==> src/rtl/rxr_pkg.sv <==
package rxr_pkg;

    typedef enum logic [2:0] {
        S_IDLE,
        S_HDR_RD,
        S_HDR_CHK,
        S_PAY_RD,
        S_PAY_LAT,
        S_PAY_OUT,
        S_STOP,
        S_DONE
    } rxr_state_e;

    typedef enum logic [1:0] {
        W_MARK,
        W_STAT,
        W_NEXT,
        W_CNT
    } rxr_hword_e;

    localparam int unsigned WORD_W = 16;

endpackage

==> src/rtl/rxr_ring_step.sv <==
module rxr_ring_step #(
    parameter int unsigned     AW    = 16,
    parameter logic [AW-1:0]   LOWER = '0,
    parameter logic [AW-1:0]   UPPER = '1
) (
    input  logic [AW-1:0] cur_addr,
    output logic [AW-1:0] nxt_addr
);
    localparam logic [AW-1:0] STEP = AW'(2);

    // the last word of the ring is followed by the first one
    always_comb begin
        if (cur_addr == UPPER)
            nxt_addr = LOWER;
        else
            nxt_addr = cur_addr + STEP;
    end

endmodule

==> src/rtl/rxr_stop_rule.sv <==
module rxr_stop_rule #(
    parameter int unsigned     AW    = 16,
    parameter logic [AW-1:0]   LOWER = '0,
    parameter logic [AW-1:0]   UPPER = '1
) (
    input  logic [AW-1:0] head,
    output logic [AW-1:0] stop_val
);
    localparam logic [AW:0] EDGE = {1'b0, LOWER} + (AW+1)'(2);

    // stop two bytes behind the head, or at the ring top when the
    // head sits on the bottom boundary
    always_comb begin
        if ({1'b0, head} < EDGE)
            stop_val = UPPER;
        else
            stop_val = head - AW'(2);
    end

endmodule

==> src/rtl/rxr_tally.sv <==
module rxr_tally #(
    parameter int unsigned CW = 16
) (
    input  logic          clk,
    input  logic          rst_n,
    input  logic          inc_good,
    input  logic          inc_bad,
    output logic [CW-1:0] good_cnt,
    output logic [CW-1:0] bad_cnt
);
    localparam logic [CW-1:0] ONE = CW'(1);

    always_ff @(posedge clk) begin
        if (!rst_n) begin
            good_cnt <= '0;
            bad_cnt  <= '0;
        end else begin
            if (inc_good)
                good_cnt <= good_cnt + ONE;
            if (inc_bad)
                bad_cnt <= bad_cnt + ONE;
        end
    end

    // one frame closes at a time, either good or bad
    a_r5_single_verdict: assert property (@(posedge clk) disable iff (!rst_n)
        !(inc_good && inc_bad));

endmodule

==> src/rtl/rxr_beat_reg.sv <==
module rxr_beat_reg #(
    parameter int unsigned DW = 16
) (
    input  logic          clk,
    input  logic          rst_n,
    input  logic          load,
    input  logic [DW-1:0] word_in,
    input  logic [15:0]   rem_bytes,
    output logic [DW-1:0] word_q,
    output logic [1:0]    keep_q,
    output logic          last_q
);
    always_ff @(posedge clk) begin
        if (!rst_n) begin
            word_q <= '0;
            keep_q <= 2'b00;
            last_q <= 1'b0;
        end else if (load) begin
            word_q <= word_in;
            keep_q <= (rem_bytes == 16'd1) ? 2'b01 : 2'b11;
            last_q <= (rem_bytes <= 16'd2);
        end
    end

endmodule

==> src/rtl/rx_ring_consumer.sv <==
module rx_ring_consumer
    import rxr_pkg::*;
#(
    parameter int unsigned     AW        = 16,
    parameter int unsigned     CW        = 16,
    parameter logic [AW-1:0]   LOWER     = '0,
    parameter logic [AW-1:0]   UPPER     = AW'(16'h5FFE),
    parameter logic [15:0]     DONE_MARK = 16'h00A8,
    parameter int unsigned     OK_BIT    = 13
) (
    input  logic          clk,
    input  logic          rst_n,
    input  logic          kick,
    output logic          mem_rd_en,
    output logic [AW-1:0] mem_addr,
    input  logic [15:0]   mem_rd_data,
    output logic          m_valid,
    input  logic          m_ready,
    output logic [15:0]   m_data,
    output logic [1:0]    m_keep,
    output logic          m_last,
    output logic [AW-1:0] ring_head,
    output logic [AW-1:0] stop_limit,
    output logic [CW-1:0] good_count,
    output logic [CW-1:0] bad_count,
    output logic          pass_done
);
    localparam logic [AW-1:0] STOP_INIT = UPPER | AW'(8'hFE);

    rxr_state_e    state, state_d;
    rxr_hword_e    hidx;
    logic [AW-1:0] cursor;
    logic [AW-1:0] cursor_nx;
    logic [AW-1:0] head_q;
    logic [AW-1:0] next_q;
    logic [AW-1:0] stop_q;
    logic [AW-1:0] stop_cand;
    logic [15:0]   rem_q;
    logic          ok_q;
    logic          mark_hit;
    logic          inc_good;
    logic          inc_bad;
    logic          beat_load;
    logic          beat_last;

    rxr_ring_step #(.AW(AW), .LOWER(LOWER), .UPPER(UPPER)) u_step (
        .cur_addr (cursor),
        .nxt_addr (cursor_nx)
    );

    rxr_stop_rule #(.AW(AW), .LOWER(LOWER), .UPPER(UPPER)) u_stop (
        .head     (head_q),
        .stop_val (stop_cand)
    );

    rxr_tally #(.CW(CW)) u_tally (
        .clk      (clk),
        .rst_n    (rst_n),
        .inc_good (inc_good),
        .inc_bad  (inc_bad),
        .good_cnt (good_count),
        .bad_cnt  (bad_count)
    );

    rxr_beat_reg #(.DW(WORD_W)) u_beat (
        .clk       (clk),
        .rst_n     (rst_n),
        .load      (beat_load),
        .word_in   (mem_rd_data),
        .rem_bytes (rem_q),
        .word_q    (m_data),
        .keep_q    (m_keep),
        .last_q    (beat_last)
    );

    assign mark_hit  = (mem_rd_data == DONE_MARK);
    assign beat_load = (state == S_PAY_LAT);

    // frame verdicts
    always_comb begin
        inc_bad  = (state == S_HDR_CHK) && (hidx == W_CNT) && !ok_q;
        inc_good = ((state == S_HDR_CHK) && (hidx == W_CNT) && ok_q &&
                    (mem_rd_data == 16'd0)) ||
                   ((state == S_PAY_OUT) && m_ready && beat_last);
    end

    // next-state logic
    always_comb begin
        state_d = state;
        unique case (state)
            S_IDLE:    if (kick) state_d = S_HDR_RD;
            S_HDR_RD:  state_d = S_HDR_CHK;
            S_HDR_CHK: begin
                unique case (hidx)
                    W_MARK: state_d = mark_hit ? S_HDR_RD : S_STOP;
                    W_STAT: state_d = S_HDR_RD;
                    W_NEXT: state_d = S_HDR_RD;
                    W_CNT:  state_d = (ok_q && mem_rd_data != 16'd0) ?
                                      S_PAY_RD : S_HDR_RD;
                endcase
            end
            S_PAY_RD:  state_d = S_PAY_LAT;
            S_PAY_LAT: state_d = S_PAY_OUT;
            S_PAY_OUT: if (m_ready) state_d = beat_last ? S_HDR_RD : S_PAY_RD;
            S_STOP:    state_d = S_DONE;
            S_DONE:    state_d = S_IDLE;
        endcase
    end

    // state register
    always_ff @(posedge clk) begin
        if (!rst_n)
            state <= S_IDLE;
        else
            state <= state_d;
    end

    // walk datapath
    always_ff @(posedge clk) begin
        if (!rst_n) begin
            hidx   <= W_MARK;
            cursor <= LOWER;
            head_q <= LOWER;
            next_q <= LOWER;
            stop_q <= STOP_INIT;
            rem_q  <= '0;
            ok_q   <= 1'b0;
        end else begin
            unique case (state)
                S_IDLE: begin
                    if (kick) begin
                        cursor <= head_q;
                        hidx   <= W_MARK;
                    end
                end
                S_HDR_CHK: begin
                    unique case (hidx)
                        W_MARK: begin
                            if (mark_hit) begin
                                cursor <= cursor_nx;
                                hidx   <= W_STAT;
                            end
                        end
                        W_STAT: begin
                            ok_q   <= mem_rd_data[OK_BIT];
                            cursor <= cursor_nx;
                            hidx   <= W_NEXT;
                        end
                        W_NEXT: begin
                            next_q <= mem_rd_data[AW-1:0];
                            cursor <= cursor_nx;
                            hidx   <= W_CNT;
                        end
                        W_CNT: begin
                            rem_q <= mem_rd_data;
                            hidx  <= W_MARK;
                            if (!ok_q || mem_rd_data == 16'd0) begin
                                head_q <= next_q;
                                cursor <= next_q;
                            end else begin
                                cursor <= cursor_nx;
                            end
                        end
                    endcase
                end
                S_PAY_OUT: begin
                    if (m_ready) begin
                        if (beat_last) begin
                            head_q <= next_q;
                            cursor <= next_q;
                        end else begin
                            rem_q  <= rem_q - 16'd2;
                            cursor <= cursor_nx;
                        end
                    end
                end
                S_STOP: stop_q <= stop_cand;
                default: ;
            endcase
        end
    end

    // outputs
    always_comb begin
        mem_rd_en  = (state == S_HDR_RD) || (state == S_PAY_RD);
        mem_addr   = cursor;
        m_valid    = (state == S_PAY_OUT);
        m_last     = beat_last;
        pass_done  = (state == S_DONE);
        ring_head  = head_q;
        stop_limit = stop_q;
    end

    // a header whose first word is not the marker ends the walk
    a_r2_stop_on_mismatch: assert property (@(posedge clk) disable iff (!rst_n)
        (state == S_HDR_CHK && hidx == W_MARK && mem_rd_data != DONE_MARK)
        |=> (state == S_STOP && !mem_rd_en));

    // the head only moves when a frame closes
    a_r4_head_moves_at_close: assert property (@(posedge clk) disable iff (!rst_n)
        !$stable(ring_head) |-> ($past(inc_good) || $past(inc_bad)));

    // byte enables are full except on a final odd beat
    a_r6_keep_shape: assert property (@(posedge clk) disable iff (!rst_n)
        m_valid |-> (m_keep == 2'b11 || (m_keep == 2'b01 && m_last)));

    // an offered beat is held until taken
    a_r7_hold_beat: assert property (@(posedge clk) disable iff (!rst_n)
        (m_valid && !m_ready) |=> (m_valid && $stable(m_data) &&
                                   $stable(m_keep) && $stable(m_last)));

    // reads stay word aligned inside the ring
    a_r8_addr_in_ring: assert property (@(posedge clk) disable iff (!rst_n)
        mem_rd_en |-> (!mem_addr[0] && mem_addr >= LOWER && mem_addr <= UPPER));

    // stop limit seen at completion follows the head rule
    a_r9_stop_rule: assert property (@(posedge clk) disable iff (!rst_n)
        pass_done |-> (({1'b0, ring_head} < ({1'b0, LOWER} + (AW+1)'(2))) ?
                       (stop_limit == UPPER) : (stop_limit == ring_head - AW'(2))));

    // completion is a single-cycle pulse with no beat pending
    a_r10_single_pulse: assert property (@(posedge clk) disable iff (!rst_n)
        pass_done |=> !pass_done);

    a_r10_quiet_at_done: assert property (@(posedge clk) disable iff (!rst_n)
        pass_done |-> (!m_valid && !mem_rd_en));

endmodule

==> config.mk <==
export PLATFORM = sky130hd
export DESIGN_NAME = rx_ring_consumer
export DESIGN_NICKNAME = d
export VERILOG_FILES = /design/src/rtl/rxr_pkg.sv /design/src/rtl/rxr_ring_step.sv /design/src/rtl/rxr_stop_rule.sv /design/src/rtl/rxr_tally.sv /design/src/rtl/rxr_beat_reg.sv /design/src/rtl/rx_ring_consumer.sv
export SDC_FILE = /design/constraint.sdc
export NUM_CORES = 1
export LEC_CHECK = 0
export ABC_CLOCK_PERIOD_IN_PS = 2250
export CAP_MARGIN = 30
export CORE_MARGIN = 4
export CORE_UTILIZATION = 53
export CTS_CLUSTER_SIZE = 40
export DETAILED_ROUTE_END_ITERATION = 12
export GPL_ROUTABILITY_DRIVEN = 0
export PLACE_DENSITY = 0.91
export SYNTH_ARGS = -nofsm -noshare
export SYNTH_HDL_FRONTEND = slang
export SYNTH_SLANG_ARGS = --single-unit
==> constraint.sdc <==
create_clock -name clk -period 2.25 [get_ports clk]
set_input_delay 0.5625 -clock clk [delete_from_list [all_inputs] [get_ports clk]]
set_output_delay 0.5625 -clock clk [all_outputs]
set_load 0.1 [all_outputs]
* After elaboration in Yosys (flattened, before gate mapping) *
Cells that the tools add are included.

storage, ports and cells
  register bits = 137
  input port bits = 20
  output and inout bits = 102
  word-level logic and storage cells = 96

operators by class
  order comparisons = 2
  multiplexer cells = 30
  equal/unequal tests = 20
  reduce and logical (&&, ||, !) cells = 26
  $add $sub $neg = 5

operator list
  cell                                                   number
  two-way mux 16 bit                                     14
  one-hot mux 16 bit (3 select lines)                    2
  one-hot mux 16 bit (2 select lines)                    2
  adder 16 x 1 -> 16 bit, second input constant          2
  subtractor 16 x 2 -> 16 bit, second input constant     2
  one-hot mux 3 bit (8 select lines)                     1
  adder 16 x 2 -> 16 bit, second input constant          1
  == test 16 x 1 -> 1 bit, second input constant         1
  == test 16 x 15 -> 1 bit, second input constant        1
  == test 16 x 8 -> 1 bit, second input constant         1
  <= comparator 16 x 2 -> 1 bit, second input constant   1
  logical NOT 16 bit                                     1
  < comparator 16 x 2 -> 1 bit, second input constant    1
  nonzero test 16 bit                                    1
  == test 3 bit, second input constant                   4
  two-way mux 2 bit                                      5
  two-way mux 3 bit                                      3
  one-hot mux 3 bit (3 select lines)                     1
  inequality test 2 x 1 -> 1 bit, second input constant  4
  one-hot mux 2 bit (4 select lines)                     1
  AND reduction 4 bit                                    2
  logical AND 1 bit                                      7
  == test 3 x 2 -> 1 bit, second input constant          2
  AND reduction 2 bit                                    3
  other kinds (15)                                       20

* Longest topological paths before layout *
  word-level depth = 5
  gate-level depth with buffers = 9
  depth with buffers taken out = 8

* Modules after synthesis *
From an unflattened synthesis, not the netlist that was laid out.

second synthesis, totals
  cells, all modules = 856
  area total of the unflattened synthesis = 7031.7 um^2

modules (own cells, without submodules)
  module            cells an instance  times used  sequential area each (um^2)  area an instance (um^2)
  rx_ring_consumer  516                1           1721.7                       4082.7
  rxr_tally         169                1           640.6                        1498.9
  rxr_beat_reg      67                 1           380.4                        758.2
  rxr_stop_rule     54                 1           0.0                          376.6
  rxr_ring_step     50                 1           0.0                          315.3

* Worst setup path after synthesis *
No wires, ideal clock.

  path kind = reg2reg
  start point = reg cursor[3], in the netlist mem_addr[3]
  end point = reg cursor[2], in the netlist mem_addr[2]
  data required time = 2.123 ns
  path buffers = 0
  slack = -0.338 ns
  cell stages (with the launch flop) = 7
  arrival = 2.460 ns
  library setup time = 0.127 ns
  period minus slack after synthesis = 2.588 ns
  cells stage by stage = dfxtp_1 -> nand4_1 -> nor4b_1 -> and2_1 -> a21oi_1 -> a222oi_1 -> a21oi_1

on the way
  longest elaborated chain between the ends = 5
  elaborated cells on any way between the ends = 8
  those cells by class = 1 x eq/ne; 7 x mux

ends and longest elaborated chain
  element                                                                    line                                                                       RTL
  from (decl)                                                                rx_ring_consumer.sv:32                                                     logic [AW-1:0] cursor;
  from (signal assigned)                                                     rx_ring_consumer.sv:132                                                    cursor <= head_q;
  from (signal assigned)                                                     rx_ring_consumer.sv:140                                                    cursor <= cursor_nx;
  from (signal assigned)                                                     rx_ring_consumer.sv:146                                                    cursor <= cursor_nx;
  == test 16 x 15 -> 1 bit *                                                 rxr_ring_step.sv:13                                                        if (cur_addr == UPPER)
  two-way mux 16 bit *                                                       rxr_ring_step.sv:13
  two-way mux 16 bit (on tied branches)                                      rx_ring_consumer.sv:157, rx_ring_consumer.sv:139, rx_ring_consumer.sv:168
  one-hot mux 16 bit (3 select lines) or two-way mux 16 bit (tied branches)  rx_ring_consumer.sv:137, rx_ring_consumer.sv:167
  one-hot mux 16 bit (3 select lines) *                                      rx_ring_consumer.sv:129                                                    unique case (state)

Mark *: on every way between the ends. The rest lies on a longest branch, timed or not. The select of a mux whose other input is x is not followed.
A chain may end at the register's enable or synchronous reset.

* Final worst setup path *
  start point = reg state[1]
  end point = out m_valid

on the way
  longest elaborated chain between the ends = 1

ends and longest elaborated chain
  element                 line                     RTL
  from (decl)             rx_ring_consumer.sv:30   rxr_state_e state, state_d;
  from (signal assigned)  rx_ring_consumer.sv:115  state <= state_d;
  == test 3 bit           rx_ring_consumer.sv:187  m_valid = (state == S_PAY_OUT);
  to (decl)               rx_ring_consumer.sv:17   output logic m_valid,

Every way passes these cells.

==> impl_metrics.csv <==
group,metric,value,unit
pwr,power.density,691,nW/um2
drt,ant_nets,0,
hold_path,min_path_type,"flip-flop to flip-flop",
synthesis,ys_top_cells_by_count,"dfxtp_1, nand2_1, nor2_1",
synthesis,synth_top_area_cell,"dfxtp_1",
timing,tightest_slew,0.605,ns
clock_network,clock_sinks,137,
setup_path,critPathMaxStageDelay,0.31,ns
setup_path,required,1.69,ns
synthesis,synth-compound-area-share,19.7,%
synthesis,yosys.area.top_type_share,41.2,%
synthesis,synth-edff-count,0,
synthesis,synth_cell_type_count,79,
floorplanning,initial_core_util,54.8,%
pwr,clkPwrFrac,50.9,%
cells_and_area,area_growth,36.1,%
synthesis,synth.avg_cell_area,8.07,um2
cells_and_area,fin_util,74.6,%
synthesis,yosysWarningCount,0,
setup_path,crit_fanout,12,
job,cap_violations,0,
pwr,power.leakage,3.82,nW
setup_path,reg2reg_depth,9,
clock_network,path_clk_slew,0.06,ns
synthesis,synthXorXnorAreaFrac,4.99,%
floorplanning,io_pins,122,
timing,max_freq,456,MHz
timing,finalSetupViolations,0,
drt,wl_per_cell,18.7,um
hold_path,hold_path_depth,2,
synthesis,ys_seq_elements,137,
setup_path,start_kind,"flip-flop",
drt,drc_errors,0,
synthesis,synth_area,6660,um2
synthesis,synth_flop_cell,"dfxtp_1",
drt,vias_per_cell,6.21,
synthesis,synth_fa_ha_area_share,1.69,%
global_routing,antenna_found_initial,0,
synthesis,synth_top_family_by_area,"simple AND/OR/NAND/NOR gates",
synthesis,syn-num-nets,855,
setup_path,crit_slowest_cell,"dfxtp_1",
timing,period_minus_slack,2.20,ns
timing,finalMaxSlewViolations,0,
pwr,power,6.27,mW
clock_network,clock_latency,0.43,ns
floorplanning,die_x,120,um
cells_and_area,diodes,0,
drt,drtIter0Drc,1004,
setup_path,crit_chain,"buf_4 -> nand3b_4 -> inv_4 -> buf_12 -> buf_16",
global_routing,grt_pass1_vias,6746,
synthesis,synth_simple_gate_area_share,26.3,%
floorplanning,die-area,14400,um2
setup_path,regToRegSetupSlack,0.08,ns
synthesis,synthCells,826,
timing,relSlewSlack,59.6,%
clock_network,cts-buffers-inserted,17,
cells_and_area,layout.nets,1013,
run_status,status,"finished clean",
cells_and_area,drive_above_1_share,25.8,%
synthesis,synth.most_common_cell,"dfxtp_1",
global_routing,grt_pass1_wl,33800,um
timing,fin_crit_sh,97.6,%
clock_network,cts_max_level,4,
place,port_buffers,121,
global_routing,grt_overflow_total,0,
setup_path,crit_cells,5,
global_routing,grt_usage,28.8,%
drt,vias,7234,
clock_network,cts_tree,"done",
clock_network,postCtsHoldBufs,0,
timing,skew,0.00568,ns
timing,hold_violations,0,
pwr,vdd_drop_max,0.610,mV
synthesis,synth_seq_area_share,41.2,%
pwr,sw_frac_of_total,25.4,%
clock_network,cts_buffer_depth,2,
setup_path,critPathKind,"flip-flop to output port",
floorplanning,core_area,12200,um2
pwr,p_int,4.68,mW
floorplanning,die_y,120,um
global_routing,grt_max_degree,45,
setup_path,critical_path.endpoint_type,"output port",
setup_path,arrival,1.63,ns
drt,drt_first_pass_iters,6,
setup_path,crit_family,"buffers and inverters",
pwr,p_comb_share,9.3,%
place,dp_hpwl,14300,um
floorplanning,rows,40,
pwr,pwr-share-seq,39.8,%
setup_path,crit_buf_inv,4,
synthesis,synthArstFlopShare,0,%
pwr,p_switching,1.59,mW
synthesis,muxShareOfSynthArea,2.40,%
synthesis,ys_top_cells_by_area,"dfxtp_1, nand2_1, a21oi_1",
drt,wl,21700,um
clock_network,root_buffer,"clkbuf_16",
==> flip-flops by register name, summed over array words and instances (netlist names) <==
| name | count |
|---|---|
| hidx | 2 |
| mem_addr | 16 |
| next_q | 16 |
| ok_q | 1 |
| rem_q | 16 |
| ring_head | 16 |
| state | 3 |
| stop_limit | 16 |
| u_beat.keep_q | 2 |
| u_beat.last_q | 1 |
| u_beat.word_q | 16 |
| u_tally.bad_cnt | 16 |
| u_tally.good_cnt | 16 |
==> tightest hold or removal path, cell delays in order (launching register included) <==
cell and delay (ns):
dfxtp_1 0.31, nand2_1 0.05, a21oi_1 0.05
==> power groups by stage <==
| stage | clock network (mW) | registers (mW) | logic [mW] |
|---|---|---|---|
| 3_5_place_dp | 0 | 2.54 | 0.557 |
| 4_1_cts | 3.20 | 2.49 | 0.568 |
| 6_report | 3.19 | 2.49 | 0.585 |
| 2_1_floorplan | 0 | 2.69 | 0.197 |
| 5_1_grt | 3.31 | 2.50 | 0.613 |
| 3_3_place_gp | 0 | 2.54 | 0.551 |
==> through the flow <==
| stage | hold WS (ns) | cells | setup TNS [ns] | setup WS, ns | cell area [um2] |
|---|---|---|---|---|---|
| floorplan | 0.443 | 826 | 0 | 0.0135 | 6690 |
| global placement | 0.444 | 1131 | -22.53 | -0.628 | 8240 |
| detailed placement | 0.448 | 1131 | -23.94 | -0.628 | 8240 |
| CTS | 0.457 | 1164 | 0 | 0.000517 | 8950 |
| global route | 0.472 | 1165 | -0.0331 | -0.0232 | 9070 |
| finish | 0.455 | 1165 | 0 | 0.0549 | 9070 |
==> cells in the final DEF (no fill, tap or decap), types with 6 or more instances in the layout <==
| master | netlist | routed |
|---|---|---|
| nor3_1 | 16 | 14 |
| a21oi_1 | 85 | 84 |
| o22ai_1 | 6 | 6 |
| clkdlybuf4s50_1 | 0 | 9 |
| xor2_1 | 22 | 22 |
| nand4_1 | 16 | 16 |
| and3_1 | 13 | 13 |
| nand2_1 | 132 | 132 |
| ha_1 | 9 | 8 |
| or3_1 | 7 | 7 |
| dfxtp_1 | 137 | 114 |
| nor2_1 | 86 | 85 |
| nand3_1 | 33 | 33 |
| and2_1 | 10 | 10 |
| inv_1 | 11 | 10 |
| buf_4 | 2 | 153 |
| o21ai_0 | 37 | 37 |
| mux2i_1 | 16 | 16 |
| buf_12 | 0 | 9 |
| xnor2_1 | 16 | 16 |
| a211oi_1 | 6 | 6 |
| dlymetal6s2s_1 | 0 | 9 |
| clkbuf_16 | 0 | 18 |
| nand2b_1 | 9 | 9 |
| dfxtp_2 | 0 | 23 |
| o211ai_1 | 9 | 9 |
| a31oi_1 | 12 | 12 |
==> cell families after synthesis <==
group,Yosys count
AO/OA/AOI/OAI,208
flip-flops,137
adder cells (fa/ha/maj),9
buffers and inverters,59
XOR/XNOR,38
multiplexers,16
AND/OR/NAND/NOR,359
==> final cells by class <==
| type | count | area, um2 |
|---|---|---|
| sequential | 137 | 2770 |
| multi-input combinational | 630 | 3740 |
| fill | 832 | 3090 |
| timing repair buffer | 186 | 1630 |
| tap | 168 | 210 |
| clock inverter | 14 | 231 |
| inverter | 12 | 47.5 |
| clock buffer | 18 | 439 |
==> routing by layer <==
metal  track usage (%)  part of all wire [%]  up-vias
li1                  -                     -     3267
met1              36.0                    38     3397
met2              46.8                    48      498
met3              8.67                    11       72
met4              10.6                   2.9        0
met5                 0                     0        -
==> final timing paths <==
check	start	end
max	state[1]	m_valid
min	u_beat.word_q[6]	u_beat.word_q[6]
max reg2reg	state[1]	rem_q[1]
min reg2reg	u_beat.word_q[6]	u_beat.word_q[6]
==> timing repair <==
action,in CTS,in global routing
setup buffers,1,0
pin swaps,3,5
endpoints found under the setup margin,43,32
cloned,0,1
resized for setup,10,26
Note: power is estimated with default switching activity, not from simulation.
